**src/rtl/iru_pkg.sv**
```systemverilog
package iru_pkg;

    typedef enum logic [1:0] {
        OP_NOP       = 2'd0,
        OP_SELF_READ = 2'd1,
        OP_MODE_CLR  = 2'd2,
        OP_MODE_SET  = 2'd3
    } iru_op_e;

    localparam logic [1:0] RDY_NONE   = 2'd0;
    localparam logic [1:0] RDY_SINGLE = 2'd1;
    localparam logic [1:0] RDY_DOUBLE = 2'd3;

    localparam logic [2:0] LOC_STATUS = 3'd0;
    localparam logic [2:0] LOC_CTL0   = 3'd1;
    localparam logic [2:0] LOC_RD0    = 3'd4;

    localparam int NPATH = 2;

endpackage

```
**src/rtl/iru_path.sv**
```systemverilog
module iru_path
    import iru_pkg::*;
#(
    parameter int DW   = 32,
    parameter int SEQW = 2
) (
    input  logic              clk,
    input  logic              rst_n,
    input  logic              ctl_we,
    input  iru_op_e           ctl_op,
    input  logic              tgt_hit,
    input  logic              rsp_vld,
    input  logic [SEQW-1:0]   rsp_seq,
    input  logic              rsp_dbl,
    input  logic [2*DW-1:0]   rsp_data,
    input  logic              rd_lo,
    input  logic              rd_hi,
    output logic              issue,
    output logic [SEQW-1:0]   issue_seq,
    output logic              wtr,
    output logic [1:0]        rdy,
    output logic [2*DW-1:0]   rdata
);

    typedef struct packed {
        logic            wtr;
        logic [SEQW-1:0] seq;
        logic [1:0]      rdy;
        logic [2*DW-1:0] data;
    } path_st_t;

    path_st_t st_d, st_q;
    logic     capture;

    always_comb begin
        st_d      = st_q;
        issue     = 1'b0;
        issue_seq = st_q.seq + SEQW'(1);
        capture   = rsp_vld && (rsp_seq == st_q.seq);

        if (capture) begin
            st_d.data = rsp_data;
            st_d.rdy  = rsp_dbl ? RDY_DOUBLE : RDY_SINGLE;
        end else begin
            if (rd_lo && st_q.rdy == RDY_SINGLE) st_d.rdy = RDY_NONE;
            if (rd_hi && st_q.rdy == RDY_DOUBLE) st_d.rdy = RDY_NONE;
        end

        if (ctl_we) begin
            case (ctl_op)
                OP_MODE_SET: st_d.wtr = 1'b1;
                OP_MODE_CLR: st_d.wtr = 1'b0;
                OP_SELF_READ: begin
                    st_d.data = {{(2*DW-1){1'b0}}, st_q.wtr};
                    st_d.rdy  = RDY_SINGLE;
                    st_d.seq  = issue_seq;
                end
                default: ;
            endcase
        end

        if (tgt_hit && st_q.wtr) begin
            issue    = 1'b1;
            st_d.seq = issue_seq;
            st_d.rdy = RDY_NONE;
        end
    end

    always_ff @(posedge clk or negedge rst_n) begin
        if (!rst_n) st_q <= '0;
        else        st_q <= st_d;
    end

    assign wtr   = st_q.wtr;
    assign rdy   = st_q.rdy;
    assign rdata = st_q.data;

    AST_RDY_LEGAL: assert property (@(posedge clk) disable iff (!rst_n)
        rdy != 2'd2);

    AST_ISSUE_CLEARS: assert property (@(posedge clk) disable iff (!rst_n)
        issue |=> (rdy == RDY_NONE));

    AST_STALE_IGNORED: assert property (@(posedge clk) disable iff (!rst_n)
        (rsp_vld && rsp_seq != st_q.seq && !(ctl_we && ctl_op == OP_SELF_READ))
        |=> $stable(rdata));

    AST_LO_CLEARS: assert property (@(posedge clk) disable iff (!rst_n)
        (rd_lo && rdy == RDY_SINGLE && !rsp_vld && !ctl_we && !tgt_hit)
        |=> (rdy == RDY_NONE));

    AST_MODE_SET: assert property (@(posedge clk) disable iff (!rst_n)
        (ctl_we && ctl_op == OP_MODE_SET) |=> wtr);

endmodule

```
**src/rtl/wtr_read_unit.sv**
```systemverilog
module wtr_read_unit
    import iru_pkg::*;
#(
    parameter int AW   = 16,
    parameter int DW   = 32,
    parameter int SEQW = 2
) (
    input  logic              clk,
    input  logic              rst_n,
    input  logic              host_wr,
    input  logic              host_rd,
    input  logic [AW-1:0]     host_addr,
    input  logic [DW-1:0]     host_wdata,
    output logic [DW-1:0]     host_rdata,
    output logic              tgt_wr,
    output logic              tgt_rd,
    output logic [AW-3:0]     tgt_addr,
    output logic [DW-1:0]     tgt_wdata,
    output logic [SEQW:0]     tgt_tag,
    input  logic              tgt_rsp_vld,
    input  logic [SEQW:0]     tgt_rsp_tag,
    input  logic              tgt_rsp_dbl,
    input  logic [2*DW-1:0]   tgt_rsp_data
);

    localparam int TAGW = SEQW + 1;

    logic       unit_sel;
    logic       path_sel;
    logic [2:0] loc;

    logic [NPATH-1:0] wtr_v;
    logic [NPATH-1:0] issue_v;
    logic [SEQW-1:0]  iseq   [NPATH];
    logic [1:0]       rdy    [NPATH];
    logic [2*DW-1:0]  rdat   [NPATH];

    assign unit_sel = host_addr[AW-1];
    assign path_sel = host_addr[AW-2];
    assign loc      = host_addr[2:0];

    for (genvar p = 0; p < NPATH; p++) begin : g_path
        logic ctl_we, tgt_hit, rsp_vld, rd_lo, rd_hi;

        assign ctl_we  = host_wr && unit_sel  && loc == 3'(LOC_CTL0 + p);
        assign tgt_hit = host_wr && !unit_sel && path_sel == 1'(p);
        assign rsp_vld = tgt_rsp_vld && tgt_rsp_tag[TAGW-1] == 1'(p);
        assign rd_lo   = host_rd && unit_sel  && loc == 3'(LOC_RD0 + 2*p);
        assign rd_hi   = host_rd && unit_sel  && loc == 3'(LOC_RD0 + 2*p + 1);

        iru_path #(.DW(DW), .SEQW(SEQW)) u_path (
            .clk       (clk),
            .rst_n     (rst_n),
            .ctl_we    (ctl_we),
            .ctl_op    (iru_op_e'(host_wdata[2:1])),
            .tgt_hit   (tgt_hit),
            .rsp_vld   (rsp_vld),
            .rsp_seq   (tgt_rsp_tag[SEQW-1:0]),
            .rsp_dbl   (tgt_rsp_dbl),
            .rsp_data  (tgt_rsp_data),
            .rd_lo     (rd_lo),
            .rd_hi     (rd_hi),
            .issue     (issue_v[p]),
            .issue_seq (iseq[p]),
            .wtr       (wtr_v[p]),
            .rdy       (rdy[p]),
            .rdata     (rdat[p])
        );
    end

    assign tgt_wr    = host_wr && !unit_sel && !wtr_v[path_sel];
    assign tgt_rd    = |issue_v;
    assign tgt_addr  = host_addr[AW-3:0];
    assign tgt_wdata = host_wdata;
    assign tgt_tag   = {path_sel, iseq[path_sel]};

    always_comb begin
        host_rdata = '0;
        if (host_rd && unit_sel) begin
            case (loc)
                LOC_STATUS: begin
                    host_rdata[DW-1:DW-2] = rdy[1];
                    host_rdata[DW-3:DW-4] = rdy[0];
                end
                3'd1:    host_rdata[0] = wtr_v[0];
                3'd2:    host_rdata[0] = wtr_v[1];
                3'd4:    host_rdata = rdat[0][DW-1:0];
                3'd5:    host_rdata = rdat[0][2*DW-1:DW];
                3'd6:    host_rdata = rdat[1][DW-1:0];
                3'd7:    host_rdata = rdat[1][2*DW-1:DW];
                default: host_rdata = '0;
            endcase
        end
    end

    AST_PASS_EXCLUSIVE: assert property (@(posedge clk) disable iff (!rst_n)
        tgt_wr |-> !tgt_rd);

    AST_WRITE_SILENT_IN_UNIT: assert property (@(posedge clk) disable iff (!rst_n)
        (host_wr && unit_sel) |-> !(tgt_wr || tgt_rd));

endmodule

```
**config.mk**
```make
export PLATFORM = sky130hd
export DESIGN_NAME = wtr_read_unit
export DESIGN_NICKNAME = d
export VERILOG_FILES = /design/src/rtl/iru_pkg.sv /design/src/rtl/iru_path.sv /design/src/rtl/wtr_read_unit.sv
export SDC_FILE = /design/constraint.sdc
export NUM_CORES = 1
export LEC_CHECK = 0
export BUFFER_PORTS_ARGS = -buffer_cell sky130_fd_sc_hd__buf_4
export CAP_MARGIN = 20
export CORE_MARGIN = 2
export CORE_UTILIZATION = 45
export CTS_BUF_LIST = sky130_fd_sc_hd__clkbuf_2 sky130_fd_sc_hd__clkbuf_4 sky130_fd_sc_hd__clkbuf_8
export DETAILED_ROUTE_END_ITERATION = 8
export PLACE_DENSITY = 0.71
export SYNTH_ARGS = -nofsm -noshare
export SYNTH_HDL_FRONTEND = slang
export SYNTH_HIERARCHICAL = 1
export SYNTH_SLANG_ARGS = --single-unit
```
**constraint.sdc**
```tcl
create_clock -name clk -period 1.3 [get_ports clk]
set_input_delay 0.26 -clock clk [delete_from_list [all_inputs] [get_ports clk]]
set_output_delay 0.26 -clock clk [all_outputs]
set_load 0.01 [all_outputs]
```
# == Word level (Yosys, flattened, before mapping) ==
# Cells that the tools add are included.
# word_totals
wordCells,92
out_inout_bits,83
input_bits,121
regBits,138
# op_classes
bitwise,3
mux,27
reduce_logical,35
n_eq_ne,15
magnitude_cmp,2
addsub,2
# ops
cell,count
$mux W68,4
$mux W64,2
$pmux W27 S4,1
$mux W32,1
$logic_and A1 B1 Y1,22
$mux W2,10
$pmux W4 S5,1
$eq A3 B3 Y1 const B,4
$reduce_bool A2 Y1,5
$eq A2 B2 Y1 const B,4
$mux W4,2
$reduce_and A2 Y1,4
$eq A2 B1 Y1 const B,3
$pmux W1 S6,1
$add A2 B1 Y2 const B,2
$eq A2 B2 Y1,2
$mux W1,4
$eq A3 B1 Y1 const B,1
$eq A3 B2 Y1 const B,1
$logic_not A3 Y1,1
$ge A2 B2 Y1 const B,1
$logic_not A1 Y1,2
$lt A1 B2 Y1 const B,1
$not A1 Y1,2
3 further kinds,3

# == Depth between registers and ports, before layout ==
# Gate-level depths: netlist of the first run.
# depth
word_depth,9
mapped_depth,8

# == By module ==
# The synthesis of the first run kept the hierarchy.
# modules_own_cells
mod,instances,cells_each,area_each_um2
iru_path,2,400,3832.4
wtr_read_unit,1,235,1762.9

# == Least setup slack after synthesis of the first run ==
# No wires, ideal clock.
# synth_timing
path_kind,input port to flip-flop
from,input port host_addr[2]
to,register g_path[0].u_path.st_q (netlist bit g_path[0].u_path/rdata[1])
setup_time_ns,0.136
arrival_ns,1.649
cell_stages,8
path_buffers,4
path_slack_ns,-0.485
required_time_ns,1.164
path_cell_list,buf_4 -> buf_2 -> nand3b_1 -> nor2_1 -> and3b_1 -> clkbuf_1 -> buf_1 -> a21oi_1
# synth_rtl
element,line,source
from (decl),wtr_read_unit.sv:12,"input logic [AW-1:0] host_addr,"
to (signal assigned),iru_path.sv:71,else st_q <= st_d;
to (decl),iru_path.sv:32,"path_st_t st_d, st_q;"

==> results of run 1 <==
==> routing by layer <==
layer,global-route usage [%],wire length (µm),vias up
met5,0,0,-
met4,20.2,3280,0
met3,8.81,5160,332
met2,53.2,19600,987
met1,43.0,14900,4899
li1,-,-,3831
==> cell families (layout without fill, tap and decap cells) <==
logic type / count (synthesis) / in the layout
AO/OA/AOI/OAI: 310 / 310
XOR/XNOR: 14 / 14
buffers and inverters: 304 / 388
flip-flops: 138 / 138
multiplexers: 66 / 66
AND/OR/NAND/NOR: 203 / 203
==> power by group <==
| part | switching, mW | total, mW | internal (mW) |
|---|---|---|---|
| sequential | 1.95 | 8.16 | 6.22 |
| clock | 1.91 | 4.84 | 2.94 |
| combinational | 11.5 | 22.7 | 11.2 |
==> flip-flops by register name, indices dropped and copies added, names as in the netlist <==
signal and count:
g_path.u_path/st_q 4, g_path.u_path/wtr 2, g_path.u_path/rdy 4, g_path.u_path/rdata 128
==> stage by stage <==
step / power, mW / hold WS [ns]
final: 35.7 / 0.0743
after global routing: 36.3 / 0.0570
after CTS: 31.0 / 0.0607
after detailed placement: 17.5 / 0.114
after global placement: 17.3 / 0.114
after floorplan: 16.0 / -0.0356
==> timing repair <==
item / CTS / global route
endpoints found under the setup margin: 168 / 170
setup buffers: 55 / 52
hold buffers: 1 / 0
hold endpoints to repair: 138 / 0
gates resized for setup: 237 / 170
pin swaps: 147 / 153
cloned: 29 / 7
==> worst register-to-register path, cell delays in order, from the launching register on <==
cell and delay [ns]:
sky130_fd_sc_hd__dfrtp_2 0.46, sky130_fd_sc_hd__buf_6 0.15, sky130_fd_sc_hd__buf_6 0.12, sky130_fd_sc_hd__xnor2_4 0.21, sky130_fd_sc_hd__buf_12 0.18, sky130_fd_sc_hd__buf_12 0.13, sky130_fd_sc_hd__buf_12 0.11, sky130_fd_sc_hd__nand4_1 0.18
sky130_fd_sc_hd__a21oi_1 0.24
==> cell type report <==
class / instances / area, µm² / area share (%)
clock buffer: 22 / 303 / 2.13
clock inverter: 10 / 234 / 1.64
inverter: 8 / 32.5 / 0.229
multi-input combinational: 593 / 5850 / 41.1
sequential: 138 / 3460 / 24.3
tap: 270 / 338 / 2.37
timing repair buffer: 348 / 4020 / 28.2
==> final timing paths <==
kind / cells after the start / from / endpoint / slack, ns
worst max-delay path: 8 / g_path[1].u_path/st_q[66] / g_path[1].u_path/rdata[54] / -0.56
worst min-delay path: 3 / tgt_rsp_data[48] / g_path[0].u_path/rdata[48] / 0.07
worst max register to register: 8 / g_path[1].u_path/st_q[66] / g_path[1].u_path/rdata[54] / -0.56
worst min register to register: 2 / g_path[1].u_path/rdata[11] / g_path[1].u_path/rdata[11] / 0.55
max in group asynchronous: 3 / rst_n / g_path[1].u_path/rdata[31] / 0.56
min in group asynchronous: 2 / rst_n / g_path[0].u_path/rdata[43] / 0.20
==> placed cells by master (no fill, tap or decap), drive strengths merged, types with 3 or more instances in the layout <==
cell type / n
clkbuf: 29
nand2: 9
mux2: 5
nor2: 41
a22o: 5
xnor2: 8
mux2i: 61
and2: 4
a32oi: 5
bufinv: 7
xor2: 6
dfrtp: 138
and3b: 3
buf: 340
o21ai: 3
a21o: 3
o31ai: 128
a21oi: 133
nor3: 3
inv: 8
nand4: 130
nand2b: 3
o22a: 26
nand3b: 3
or2: 3
==> results.sh, run 1 <==
export IMPL_ys_dominant_reg_cell="sky130_fd_sc_hd__dfrtp_1"
export IMPL_criticalPathCategory="reg -> reg"
export IMPL_slew_violations=0
export IMPL_critical_path_most_common_cell="sky130_fd_sc_hd__buf_12"
export IMPL_pin_count=204
export IMPL_total_clock_sinks=138
export IMPL_period_needed_ns=1.86
export IMPL_post_synth_top_count_cell="sky130_fd_sc_hd__buf_4"
export IMPL_numPortBuffers=121
export IMPL_synth_compound_area_share_pct=21.6
export IMPL_violations="setup timing"
export IMPL_setup_viol_count_final=168
export IMPL_count_of_buffer_and_inverter_cells_on_the_critical_path=5
export IMPL_cts_buffers_inserted=17
export IMPL_final_cells=1389
export IMPL_slew_margin_rel_pct=64.1
export IMPL_tritoncts="yes"
export IMPL_final_area_um2=14200
export IMPL_timing_final_hold_violations=0
export IMPL_post_synth_top_area_fraction_pct=36.6
export IMPL_initial_util_pct=46.1
export IMPL_area_delta_synth_final_pct=51.0
export IMPL_cp_cell_sequence="buf_6, buf_6, xnor2_4, buf_12, buf_12, buf_12, nand4_1, a21oi_1"
export IMPL_grtUsageTotal_pct=34.2
export IMPL_first_global_vias=9737
export IMPL_routed_via_count=10000
export IMPL_grt_start_max_net_pins=51
export IMPL_route_detailed_vias_per_inst=7.23
export IMPL_run_status="finished with violations"
export IMPL_vdd_ir_drop_max_mv=1.17
export IMPL_clock_insertion_delay_worst_skew_ns=0.47
export IMPL_cpMaxStageDelayCell="sky130_fd_sc_hd__dfrtp_2"
export IMPL_power_leakage_nw=5.59
export IMPL_dpl_worst_slack_ns=-0.319
export IMPL_final_setup_skew_ns=0.00975
export IMPL_rsz0062_at_grt="yes"
export IMPL_synth_enable_flop_cells=0
export IMPL_ffs_latches_synth=138
export IMPL_synth_adder_area_share_pct=0
export IMPL_chipWidth_um=149
export IMPL_cp_start_kind="register"
export IMPL_synthCells=1035
export IMPL_timing_critical_path_fanout_max=6
export IMPL_power_density_cell_area_nw_per_um2=2510
export IMPL_critical_path_top_delay_family="buffers and inverters"
export IMPL_synth_top_cells_by_count="sky130_fd_sc_hd__buf_4 (203), sky130_fd_sc_hd__dfrtp_1 (138), sky130_fd_sc_hd__a21oi_1 (133), sky130_fd_sc_hd__nand4_1 (130), sky130_fd_sc_hd__o31ai_1 (128)"
export IMPL_final_layout_size_suffix_gt1_share_pct=56.1
export IMPL_timing_critical_path_slowest_cell_delay_ns=0.46
export IMPL_die_h_um=149
export IMPL_maxCapViolCount=0
export IMPL_synth_distinct_cells=39
export IMPL_final_period_utilization_pct=143
export IMPL_detail_route_antenna_nets=0
export IMPL_nets=1227
export IMPL_fmax_mhz=537
export IMPL_utilization_pct=69.7
export IMPL_final_setup_tns_ns=-60.22
export IMPL_final_ws_setup_ns=-0.562
export IMPL_placedCellCount=1234
export IMPL_grt_pass1_wl_um=57800
export IMPL_n_antenna_cell=0
export IMPL_yosys_warnings=6
export IMPL_synth_fp_nets=1156
export IMPL_synth_area_leader_cell="sky130_fd_sc_hd__dfrtp_1"
export IMPL_post_synth_main_area_contributors="sky130_fd_sc_hd__dfrtp_1 (37%), sky130_fd_sc_hd__buf_4 (16%), sky130_fd_sc_hd__o31ai_1 (10%), sky130_fd_sc_hd__nand4_1 (8.6%), sky130_fd_sc_hd__a21oi_1 (7.1%)"
export IMPL_finalWeightedCongestion=0.882
export IMPL_hold_path_class="in -> reg"
export IMPL_synthesis_area_per_instance_um2=9.11
export IMPL_mappedNetlistArea_um2=9430
export IMPL_yosys_mux_area_fraction_pct=7.07
export IMPL_part_of_the_yosys_area_used_for_sequential_elements_pct=36.6
export IMPL_worstMarginPinSlew_ns=0.538
export IMPL_synth_async_reset_ratio_pct=100
export IMPL_die_area_um2=22100
export IMPL_wl_um=43000
export IMPL_place_hpwl_um=19600
export IMPL_drt_pass1_iter_count=8
export IMPL_synth_top_family_by_area="compound AO/OA/AOI/OAI gates"
export IMPL_final_fill_count=1225
export IMPL_timing_critical_path_to_type="register"
export IMPL_placeableCoreArea_um2=20400
export IMPL_post_dp_cell_area_um2=10200
export IMPL_required_time_of_the_critical_path_ns=1.68
export IMPL_detail_route_drc_violations=0
export IMPL_drt_iter0_drc=1609
export IMPL_mean_routed_wirelength_per_cell_um=30.9
export IMPL_synth_xor_xnor_area_share_pct=1.30
export IMPL_worstPathArrival_ns=2.24
export IMPL_row_count=52
export IMPL_worst_setup_hold_path_clk_slew_ns=0.09
export IMPL_cts_htree_levels=4
export IMPL_clock_tree_buffer_depth=2
export IMPL_clock_root_buffer="sky130_fd_sc_hd__clkbuf_8"
export IMPL_initial_antenna_violation_count=0
export IMPL_grt_ovfl_total=0
export IMPL_synthSimpleGateAreaFrac_pct=12.3
Power figures use the tool's default switching activity.
==> run 2: changes to the inputs <==
--- a/config.mk
+++ b/config.mk
@@ -5,14 +5,14 @@
 export SDC_FILE = /design/constraint.sdc
 export NUM_CORES = 1
 export LEC_CHECK = 0
+export ABC_CLOCK_PERIOD_IN_PS = 1300
 export BUFFER_PORTS_ARGS = -buffer_cell sky130_fd_sc_hd__buf_4
 export CAP_MARGIN = 20
 export CORE_MARGIN = 2
 export CORE_UTILIZATION = 45
 export CTS_BUF_LIST = sky130_fd_sc_hd__clkbuf_2 sky130_fd_sc_hd__clkbuf_4 sky130_fd_sc_hd__clkbuf_8
 export DETAILED_ROUTE_END_ITERATION = 8
-export PLACE_DENSITY = 0.71
+export PLACE_DENSITY = 0.74
 export SYNTH_ARGS = -nofsm -noshare
 export SYNTH_HDL_FRONTEND = slang
-export SYNTH_HIERARCHICAL = 1
 export SYNTH_SLANG_ARGS = --single-unit
==> results.sh, run 2 <==
export IMPL_slew_margin_rel_pct=77.2
export IMPL_run_status="finished with violations"
export IMPL_total_clock_sinks=138
export IMPL_timing_critical_path_to_type="output pin"
export IMPL_criticalPathCategory="reg -> out"
export IMPL_place_hpwl_um=13000
export IMPL_hold_slack_ns=0.0265
export IMPL_n_antenna_cell=0
export IMPL_detail_route_antenna_nets=0
export IMPL_violations="setup timing"
export IMPL_synthCells=799
export IMPL_placedCellCount=1072
export IMPL_synth_distinct_cells=38
export IMPL_final_setup_tns_ns=-71.61
export IMPL_drt_pass1_iter_count=6
export IMPL_synthesis_area_per_instance_um2=8.67
export IMPL_clock_root_buffer="sky130_fd_sc_hd__clkbuf_8"
export IMPL_part_of_the_yosys_area_used_for_sequential_elements_pct=49.8
export IMPL_combined_area_of_the_multi_input_logic_cells_um2=5050
export IMPL_setup_viol_count_final=168
export IMPL_final_setup_skew_ns=0.0191
export IMPL_worstPathArrival_ns=1.66
export IMPL_maxCapViolCount=0
export IMPL_synth_top_cells_by_count="sky130_fd_sc_hd__nand2_1 (267), sky130_fd_sc_hd__a21oi_1 (164), sky130_fd_sc_hd__dfrtp_1 (138), sky130_fd_sc_hd__buf_4 (61), sky130_fd_sc_hd__a22oi_1 (56)"
export IMPL_largest_register_ffs=128
export IMPL_finalWeightedCongestion=0.815
export IMPL_die_area_um2=16400
export IMPL_synth_enable_flop_cells=0
export IMPL_final_fill_count=783
export IMPL_critical_path_top_delay_family="multiplexers"
export IMPL_area_delta_synth_final_pct=76.8
export IMPL_synth_area_leader_cell="sky130_fd_sc_hd__dfrtp_1"
export IMPL_sequential_cell_area_um2=3450
export IMPL_row_count=45
export IMPL_timing_critical_path_fanout_max=2
export IMPL_final_period_utilization_pct=148
export IMPL_die_h_um=128
export IMPL_post_synth_top_count_cell="sky130_fd_sc_hd__nand2_1"
export IMPL_numPortBuffers=121
export IMPL_detail_route_drc_violations=0
export IMPL_grt_ovfl_total=0
export IMPL_placeableCoreArea_um2=15100
export IMPL_tritoncts="yes"
export IMPL_yosys_warnings=0
export IMPL_clock_insertion_delay_worst_skew_ns=0.49
export IMPL_initial_antenna_violation_count=0
export IMPL_cts_htree_levels=4
export IMPL_worst_setup_hold_path_clk_slew_ns=0.10
export IMPL_slew_violations=0
export IMPL_nets=1108
export IMPL_rsz0062_at_grt="yes"
export IMPL_grt_start_max_net_pins=43
export IMPL_synth_async_reset_ratio_pct=100
export IMPL_power_leakage_nw=5.56
export IMPL_cts_buffers_inserted=17
export IMPL_grtUsageTotal_pct=29.5
export IMPL_vdd_ir_drop_max_mv=1.02
export IMPL_final_ws_setup_ns=-0.620
export IMPL_ffs_latches_synth=138
export IMPL_cp_start_kind="register"
export IMPL_routed_via_count=7361
export IMPL_pin_count=204
export IMPL_clock_tree_buffer_depth=2
export IMPL_count_of_buffer_and_inverter_cells_on_the_critical_path=1
export IMPL_synth_fp_nets=920
export IMPL_power_density_cell_area_nw_per_um2=1810
export IMPL_period_needed_ns=1.92
export IMPL_worstMarginPinSlew_ns=0.340
export IMPL_final_layout_size_suffix_gt1_share_pct=75.5
export IMPL_cpMaxStageDelayCell="sky130_fd_sc_hd__mux4_2"
export IMPL_timing_critical_path_slowest_cell_delay_ns=0.48
export IMPL_layout_cells_most_common="sky130_fd_sc_hd__buf_4"
export IMPL_cp_cell_sequence="mux4_2, nand2_2, a21oi_2, buf_4"
export IMPL_mean_routed_wirelength_per_cell_um=25.4
export IMPL_mappedNetlistArea_um2=6930
export IMPL_ys_dominant_reg_cell="sky130_fd_sc_hd__dfrtp_1"
export IMPL_initial_util_pct=45.7
export IMPL_finalPower_mw=22.2
export IMPL_timing_final_hold_violations=0
export IMPL_post_synth_main_area_contributors="sky130_fd_sc_hd__dfrtp_1 (50%), sky130_fd_sc_hd__nand2_1 (14%), sky130_fd_sc_hd__a21oi_1 (12%), sky130_fd_sc_hd__buf_4 (6.6%), sky130_fd_sc_hd__a22oi_1 (6.1%)"
export IMPL_grt_pass1_wl_um=36800
export IMPL_drt_iter0_drc=592
export IMPL_required_time_of_the_critical_path_ns=1.04
export IMPL_chipWidth_um=128
export IMPL_layout_common_cells="sky130_fd_sc_hd__buf_4 (176), sky130_fd_sc_hd__a21oi_2 (152), sky130_fd_sc_hd__nand2_4 (144)"
export IMPL_post_synth_top_area_fraction_pct=49.8
export IMPL_final_cells=1188
export IMPL_fmax_mhz=521
export IMPL_route_detailed_vias_per_inst=6.20
export IMPL_hold_path_class="in -> reg"
export IMPL_wl_um=30100
export IMPL_first_global_vias=6839
[run 2: path summary, 6_finish.rpt]
kind | cells after the start | to | from | slack, ns
max in group asynchronous | 3 | g_path[0].u_path.rdata[43] | rst_n | 0.53
worst min-delay path | 3 | g_path[1].u_path.rdata[39] | tgt_rsp_data[39] | 0.03
worst max register to register | 8 | g_path[1].u_path.rdata[6] | g_path[1].u_path.st_q[67] | -0.57
min in group asynchronous | 2 | g_path[1].u_path.rdata[7] | rst_n | 0.20
worst max-delay path | 4 | host_rdata[28] | g_path[1].u_path.rdata[28] | -0.62
worst min register to register | 2 | g_path[1].u_path.rdata[30] | g_path[1].u_path.rdata[30] | 0.53
[run 2: area by class of cell]
class | instances | area share (%)
clock buffers | 21 | 2.31
multi-input cells | 554 | 41.2
flip-flops and latches | 138 | 28.2
inverters | 2 | 0.0613
repair buffers | 274 | 25.3
well taps | 188 | 1.92
clock inverters | 11 | 0.981
[run 2: logic make-up after synthesis]
logic type                count (synthesis)  synth area share [%]
DFF                                     138                  49.8
muxes                                     6                  1.59
xor gates and xnor gates                 12                  1.52
AOI/OAI and AO/OA                       230                  18.8
buffers and inverters                   107                  9.92
and+or+nand+nor                         306                  18.3
[run 2: stage by stage]
step                setup WS (ns)  area, µm²  utilization, %
CTS                        -0.608      10700            70.5
global placement           -0.320       8470            55.9
detailed placement         -0.350       8470            55.9
finish                     -0.620      12200            80.9
global route               -0.661      12200            80.9
floorplan                 -0.0877       7330               -
[run 2: repair_timing]
action | in CTS | in global routing
pin swaps | 150 | 231
endpoints found under the setup margin | 167 | 168
endpoints found under the hold margin | 138 | 0
cloned | 20 | 16
hold buffers | 1 | 0
resized for setup | 264 | 384
buffers inserted | 32 | 43
[run 2: worst min-delay path, stage by stage]
cell and delay (ns):
sky130_fd_sc_hd__buf_4 0.13, sky130_fd_sc_hd__nand2_4 0.06, sky130_fd_sc_hd__a21oi_2 0.04
[run 2: routing by layer]
layer / vias up / global-route usage [%] / wire, µm
met5: - / 0 / 0
met4: 0 / 12.1 / 1750
met3: 144 / 7.35 / 2160
met2: 467 / 49.3 / 15200
met1: 3705 / 36.9 / 11000
li1: 3045 / - / -
[run 2: power breakdown]
| group | switching, mW | total [mW] | internal, mW |
|---|---|---|---|
| Sequential | 2.16 | 8.58 | 6.42 |
| Clock | 1.82 | 3.69 | 1.87 |
| Combinational | 4.68 | 9.91 | 5.22 |
| Total | 8.67 | 22.2 | 13.5 |
